[src/rtl/prot_wdog_pkg.sv]
package prot_wdog_pkg;

  localparam int unsigned CSR_W    = 8;
  localparam int unsigned PS_W     = 4;
  localparam int unsigned BIT_FLAG = 7;
  localparam int unsigned BIT_IE   = 6;
  localparam int unsigned BIT_PS3  = 5;
  localparam int unsigned BIT_CE   = 4;
  localparam int unsigned BIT_RE   = 3;

  // Encoded as {reset enable, interrupt enable}
  typedef enum logic [1:0] {
    MODE_OFF     = 2'b00,
    MODE_IRQ     = 2'b01,
    MODE_RST     = 2'b10,
    MODE_IRQ_RST = 2'b11
  } wd_mode_e;

endpackage

[src/rtl/wdog_unlock.sv]
module wdog_unlock #(
  parameter int unsigned WIN_LEN = 4
) (
  input  logic clk,
  input  logic rst,
  input  logic open_req,
  input  logic commit,
  output logic win_open
);
  localparam int unsigned WIN_W = $clog2(WIN_LEN + 1);

  logic [WIN_W-1:0] win_q;

  always_ff @(posedge clk) begin
    if (rst) begin
      win_q <= '0;
    end else if (open_req) begin
      win_q <= WIN_W'(WIN_LEN);
    end else if (commit) begin
      win_q <= '0;
    end else if (win_q != '0) begin
      win_q <= win_q - WIN_W'(1);
    end
  end

  assign win_open = (win_q != '0);

endmodule

[src/rtl/wdog_count.sv]
module wdog_count
  import prot_wdog_pkg::*;
#(
  parameter int unsigned BASE_LOG2 = 11,
  parameter int unsigned NUM_STEPS = 10
) (
  input  logic            clk,
  input  logic            rst,
  input  logic            run,
  input  logic            kick,
  input  logic            tick_en,
  input  logic [PS_W-1:0] ps,
  output logic            expire
);
  localparam int unsigned CNT_W   = BASE_LOG2 + NUM_STEPS - 1;
  localparam int unsigned TOP_SEL = NUM_STEPS - 1;

  logic [CNT_W-1:0] lim_m1 [NUM_STEPS];
  logic [CNT_W-1:0] cnt_q;
  logic [PS_W-1:0]  sel;
  logic             due;

  for (genvar g = 0; g < NUM_STEPS; g++) begin : g_lim
    localparam logic [CNT_W-1:0] LIM_M1 =
      CNT_W'((64'd1 << (BASE_LOG2 + g)) - 64'd1);
    assign lim_m1[g] = LIM_M1;
  end

  always_comb begin
    sel    = (ps >= PS_W'(TOP_SEL)) ? PS_W'(TOP_SEL) : ps;
    due    = (cnt_q >= lim_m1[sel]);
    expire = run & ~kick & tick_en & due;
  end

  always_ff @(posedge clk) begin
    if (rst || !run || kick) begin
      cnt_q <= '0;
    end else if (tick_en) begin
      cnt_q <= due ? '0 : cnt_q + CNT_W'(1);
    end
  end

endmodule

[src/rtl/wdog_csr.sv]
module wdog_csr
  import prot_wdog_pkg::*;
(
  input  logic             clk,
  input  logic             rst,
  input  logic             wr_en,
  input  logic [CSR_W-1:0] wr_data,
  input  logic             irq_ack,
  input  logic             fuse_on,
  input  logic             rst_flag,
  input  logic             win_open,
  input  logic             expire,
  output logic             open_req,
  output logic             commit,
  output logic             run,
  output logic [PS_W-1:0]  ps,
  output logic [CSR_W-1:0] rd_data,
  output logic             irq,
  output logic             rst_pulse
);
  logic            flag_q, ie_q, re_q, rstp_q;
  logic [PS_W-1:0] ps_q;
  logic            re_eff, ie_eff, ack_hit, set_flag, fire, wr_clr;
  wd_mode_e        mode;

  always_comb begin
    re_eff   = re_q | fuse_on | rst_flag;
    ie_eff   = ie_q & ~fuse_on;
    mode     = wd_mode_e'({re_eff, ie_eff});
    ack_hit  = irq_ack & flag_q;
    wr_clr   = wr_en & wr_data[BIT_FLAG];
    open_req = wr_en & wr_data[BIT_CE] & wr_data[BIT_RE];
    commit   = wr_en & ~wr_data[BIT_CE] & win_open;
    set_flag = 1'b0;
    fire     = 1'b0;
    if (expire) begin
      unique case (mode)
        MODE_IRQ:     set_flag = 1'b1;
        MODE_RST:     fire     = 1'b1;
        MODE_IRQ_RST: begin
          fire     = flag_q;
          set_flag = ~ack_hit;
        end
        default: ;
      endcase
    end
  end

  always_ff @(posedge clk) begin
    if (rst) begin
      flag_q <= 1'b0;
      ie_q   <= 1'b0;
      re_q   <= 1'b1;
      ps_q   <= '0;
      rstp_q <= 1'b0;
    end else begin
      rstp_q <= fire;

      if (set_flag) begin
        flag_q <= 1'b1;
      end else if (ack_hit || wr_clr) begin
        flag_q <= 1'b0;
      end

      if (fuse_on) begin
        ie_q <= 1'b0;
      end else if (ack_hit && re_eff) begin
        ie_q <= 1'b0;
      end else if (wr_en) begin
        ie_q <= wr_data[BIT_IE];
      end

      if (fuse_on || rst_flag) begin
        re_q <= 1'b1;
      end else if (wr_en && wr_data[BIT_RE]) begin
        re_q <= 1'b1;
      end else if (commit) begin
        re_q <= 1'b0;
      end

      if (commit) begin
        ps_q <= {wr_data[BIT_PS3], wr_data[2:0]};
      end
    end
  end

  always_comb begin
    rd_data           = '0;
    rd_data[BIT_FLAG] = flag_q;
    rd_data[BIT_IE]   = ie_eff;
    rd_data[BIT_PS3]  = ps_q[3];
    rd_data[BIT_CE]   = win_open;
    rd_data[BIT_RE]   = re_eff;
    rd_data[2:0]      = ps_q[2:0];
  end

  assign run       = re_eff | ie_eff;
  assign ps        = ps_q;
  assign irq       = flag_q & ie_eff;
  assign rst_pulse = rstp_q;

endmodule

[src/rtl/prot_wdog.sv]
module prot_wdog #(
  parameter int unsigned BASE_LOG2 = 11,
  parameter int unsigned NUM_STEPS = 10,
  parameter int unsigned WIN_LEN   = 4
) (
  input  logic       clk,
  input  logic       rst,
  input  logic       tick_en,
  input  logic       kick,
  input  logic       irq_ack,
  input  logic       fuse_on,
  input  logic       rst_flag,
  input  logic       wr_en,
  input  logic [7:0] wr_data,
  output logic [7:0] rd_data,
  output logic       irq,
  output logic       wdt_rst
);
  logic       open_req, commit, win_open, run, expire;
  logic [3:0] ps;

  wdog_unlock #(.WIN_LEN(WIN_LEN)) u_unlock (
    .clk      (clk),
    .rst      (rst),
    .open_req (open_req),
    .commit   (commit),
    .win_open (win_open)
  );

  wdog_count #(.BASE_LOG2(BASE_LOG2), .NUM_STEPS(NUM_STEPS)) u_count (
    .clk     (clk),
    .rst     (rst),
    .run     (run),
    .kick    (kick),
    .tick_en (tick_en),
    .ps      (ps),
    .expire  (expire)
  );

  wdog_csr u_csr (
    .clk       (clk),
    .rst       (rst),
    .wr_en     (wr_en),
    .wr_data   (wr_data),
    .irq_ack   (irq_ack),
    .fuse_on   (fuse_on),
    .rst_flag  (rst_flag),
    .win_open  (win_open),
    .expire    (expire),
    .open_req  (open_req),
    .commit    (commit),
    .run       (run),
    .ps        (ps),
    .rd_data   (rd_data),
    .irq       (irq),
    .rst_pulse (wdt_rst)
  );

endmodule

[config.mk]
export PLATFORM = sky130hd
export DESIGN_NAME = prot_wdog
export DESIGN_NICKNAME = d
export VERILOG_FILES = /design/src/rtl/prot_wdog_pkg.sv /design/src/rtl/wdog_unlock.sv /design/src/rtl/wdog_count.sv /design/src/rtl/wdog_csr.sv /design/src/rtl/prot_wdog.sv
export SDC_FILE = /design/constraint.sdc
export NUM_CORES = 1
export LEC_CHECK = 0
export BUFFER_PORTS_ARGS = -buffer_cell sky130_fd_sc_hd__buf_2
export CORE_MARGIN = 10
export CORE_UTILIZATION = 30
export DETAILED_ROUTE_END_ITERATION = 10
export HOLD_SLACK_MARGIN = 0.12
export SLEW_MARGIN = 20
export SYNTH_ARGS = -nofsm -noshare
export SYNTH_HDL_FRONTEND = slang
export SYNTH_SLANG_ARGS = --single-unit
export TNS_END_PERCENT = 30
[constraint.sdc]
create_clock -name clk -period 2.82 [get_ports clk]
set_clock_uncertainty 0.2 [all_clocks]
set_input_delay 0.423 -clock clk [delete_from_list [all_inputs] [get_ports clk]]
set_output_delay 0.423 -clock clk [all_outputs]
set_load 0.01 [all_outputs]
==> impl_metrics.py <==
metrics = {
    "status": {
        "result_of_the_run": "finished clean",
    },
    "global_routing": {
        "grt.overflow.total": 0,
        "first_global_vias": 1299,
        "wire_length_of_the_first_global_routing_pass_um": 5730,
        "grt_start_max_net_pins": 21,
        "globalRouteTotalUtil": 0.0793,
        "antenna_found_initial": 0,
    },
    "synthesis": {
        "synth_area_per_cell_um2": 8.38,
        "synth.lib_cells_used.distinct": 36,
        "synth_instances": 204,
        "netlist_area_um2": 1710,
        "synth_warnings": 0,
        "syn_nets": 232,
        "synth_async_sr_flop_share": 0,
        "synth_edf_count": 0,
        "dominantRegCellSynth": "dfxtp_1",
        "synth_seq_cells": 31,
        "synth_seq_area_share": 0.363,
    },
    "die": {
        "die_width_um": 95.5,
        "die_h_um": 95.5,
        "starting_density": 0.310,
        "floorplan.core_area_um2": 5510,
        "design.portCount": 26,
        "die-area_um2": 9120,
        "fp-row-count": 27,
    },
    "timing": {
        "period_minus_slack_ns": 2.46,
        "hold_viol_final": 0,
        "setup_tns_ns": 0,
        "timing_worst_slew_pin_value_ns": 0.373,
        "unrepaired_setup_endpoints_after_global_routing": "false",
        "max_freq_mhz": 407,
        "setup_viol": 0,
        "max-slew-margin-rel": 0.750,
        "final_min_period_over_clock_period": 0.871,
        "timing.final.max_slew_violations": 0,
    },
    "routing": {
        "drtPass1Iterations": 4,
        "detail-route-antenna-nets": 0,
        "drt_iter0_markers": 44,
        "drc": 0,
        "dr_total_vias": 1366,
        "avgRoutedWirePerCell_um": 11.7,
        "viasPerCell": 4.58,
        "wl_um": 3490,
    },
    "finish": {
        "n_antenna_cell": 0,
        "drive_gt1_frac": 0.177,
        "area.growth.synth_to_final_pct": 14.9,
        "finalInstanceArea_um2": 1960,
        "layout_common_cells": "nor2_1, dfxtp_1, buf_2, nand2_1, ha_1",
        "num-nets-final": 253,
        "leading_cell_type_in_the_layout_fill_and_taps_excluded": "nor2_1",
    },
    "clocking": {
        "clock_tree_from_tritoncts": "built",
        "clk_pin_slew_ns": 0.06,
        "clk_path_buf_depth": 2,
        "clock_sink_count": 31,
        "post_cts_resize_count": 0,
        "cts.htree.levels": 2,
        "buffers_inserted_during_post_cts_setup_optimization": 0,
        "post_cts_hold_buffer_count": 0,
        "cts_root_buf": "clkbuf_8",
        "clock_insertion_delay_worst_skew_ns": 0.28,
        "cts_buffers": 5,
    },
    "place": {
        "gpl.final_weighted_congestion": 0.753,
        "half_perimeter_wire_length_of_the_detailed_placement_result_um": 2670,
        "detailed_place.area_um2": 1860,
        "count_of_port_buffers_added_during_placement": 25,
    },
    "critical_path": {
        "r2r.worst_path.cells": 8,
        "critical_path.reg2reg.endpoint": "u_count.cnt_q[6]$_SDFFE_PP0P_",
        "ff2ff_setup_slack_ns": 0.36,
        "critical_path_arrival_ns": 2.42,
        "critPathLaunchType": "register",
        "worst_r2r_startpoint": "u_csr.ps[1]$_SDFFE_PP0P_",
        "setup.worst_path.class": "reg -> reg",
        "timing.critical_path.required_ns": 2.79,
        "category_of_the_worst_setup_path_capture_point": "register",
        "crit_fanout": 20,
    },
    "min_path": {
        "min_delay_path_depth": 2,
        "min_path_type": "in -> reg",
        "worst_hold_path.endpoint": "u_csr.ie_q$_SDFFE_PP0P_",
        "hold_path.startpoint": "fuse_on",
    },
    "power": {
        "peakVddDrop_v": 0.000241,
        "leakagePower_uw": 0.000797,
        "power-per-cell-area_nw_per_um2": 555,
    },
    "job": {
        "max-cap-violations": 0,
    },
}
worst max path at each step:
stage,startpoint,endpoint
floorplan,u_csr.ps[3]$_SDFFE_PP0P_,u_csr.flag_q$_SDFFE_PP0P_
global placement,u_csr.ps[1]$_SDFFE_PP0P_,u_csr.flag_q$_SDFFE_PP0P_
detailed placement,u_csr.ps[1]$_SDFFE_PP0P_,u_count.cnt_q[5]$_SDFFE_PP0P_
CTS,u_csr.ps[1]$_SDFFE_PP0P_,u_count.cnt_q[17]$_SDFFE_PP0P_
global route,u_csr.ps[1]$_SDFFE_PP0P_,u_count.cnt_q[17]$_SDFFE_PP0P_
finish,u_csr.ps[1]$_SDFFE_PP0P_,u_count.cnt_q[6]$_SDFFE_PP0P_
critical path, cell delays in order, from the launching register on:
cell	delay, ns
dfxtp_1	0.36
or2_2	0.31
o21ai_0	0.16
ha_1	0.19
nand4_1	0.14
or4_4	0.56
nand3_1	0.10
buf_4	0.24
nor2_1	0.08
where the power goes:
part | switching, µW | internal [µW] | leakage [µW]
clock network | 160 | 223 | 0.0000515
logic | 122 | 102 | 0.000495
registers | 22.9 | 461 | 0.000251
total | 305 | 785 | 0.000797
metal layers:
metal	global-route usage	wire, µm
met1	0.0867	1630
met2	0.130	1550
met3	0.0346	247
met4	0.0369	58
met5	0	0
through the flow:
step	cells	power [µW]	hold WS, ns	utilization	setup slack, ns
4_1_cts	298	1110	0.136	0.357	0.343
3_5_place_dp	290	720	0.266	0.339	0.362
6_report	298	1090	0.146	0.357	0.364
2_1_floorplan	204	673	0.241	-	0.349
5_1_grt	298	1160	0.146	0.357	0.209
3_3_place_gp	290	719	0.260	0.339	0.404
flip-flops by register name, indices dropped and copies added (netlist names):
register         flops
u_csr.rst_pulse      1
u_csr.re_q           1
u_unlock.win_q       3
u_csr.flag_q         1
u_csr.ie_q           1
u_count.cnt_q       20
u_csr.ps             4
layout make-up:
type                       count  area [µm²]
clock buffer                   8         100
fill                         578        3540
inverter                      11        41.3
multi-input combinational    150         980
sequential                    31         621
tap                           72        90.1
timing repair buffer          26         133
logic make-up after synthesis:
group	count (synthesis)	share of synthesized area
muxes	7	0.0410
xor gates and xnor gates	20	0.102
AOI/OAI and AO/OA	25	0.0959
adders and majority gates	12	0.0878
DFF	31	0.363
and+or+nand+nor	86	0.246
buffers and inverters	23	0.0637
synthesized netlist by cell type (2+ instances only):
cell      count  area, µm²
a211oi_1      3       22.5
nor3_1        5       25.0
nand2_1      13       48.8
mux2i_1       7       70.1
nand4_1       6       37.5
and2_1        2       12.5
a21oi_1       9       45.0
dfxtp_1      31        621
o21ai_0       5       25.0
xor2_1       10       87.6
clkbuf_1      4       15.0
ha_1         12        150
inv_1        11       41.3
buf_2         3       15.0
nor2_1       37        139
or3_1         2       12.5
and3_1        4       25.0
buf_4         5       37.5
nand3_1       7       35.0
a31oi_1       2       12.5
xnor2_1      10       87.6
and4_1        2       17.5
Note: power is estimated with default switching activity, not from simulation.
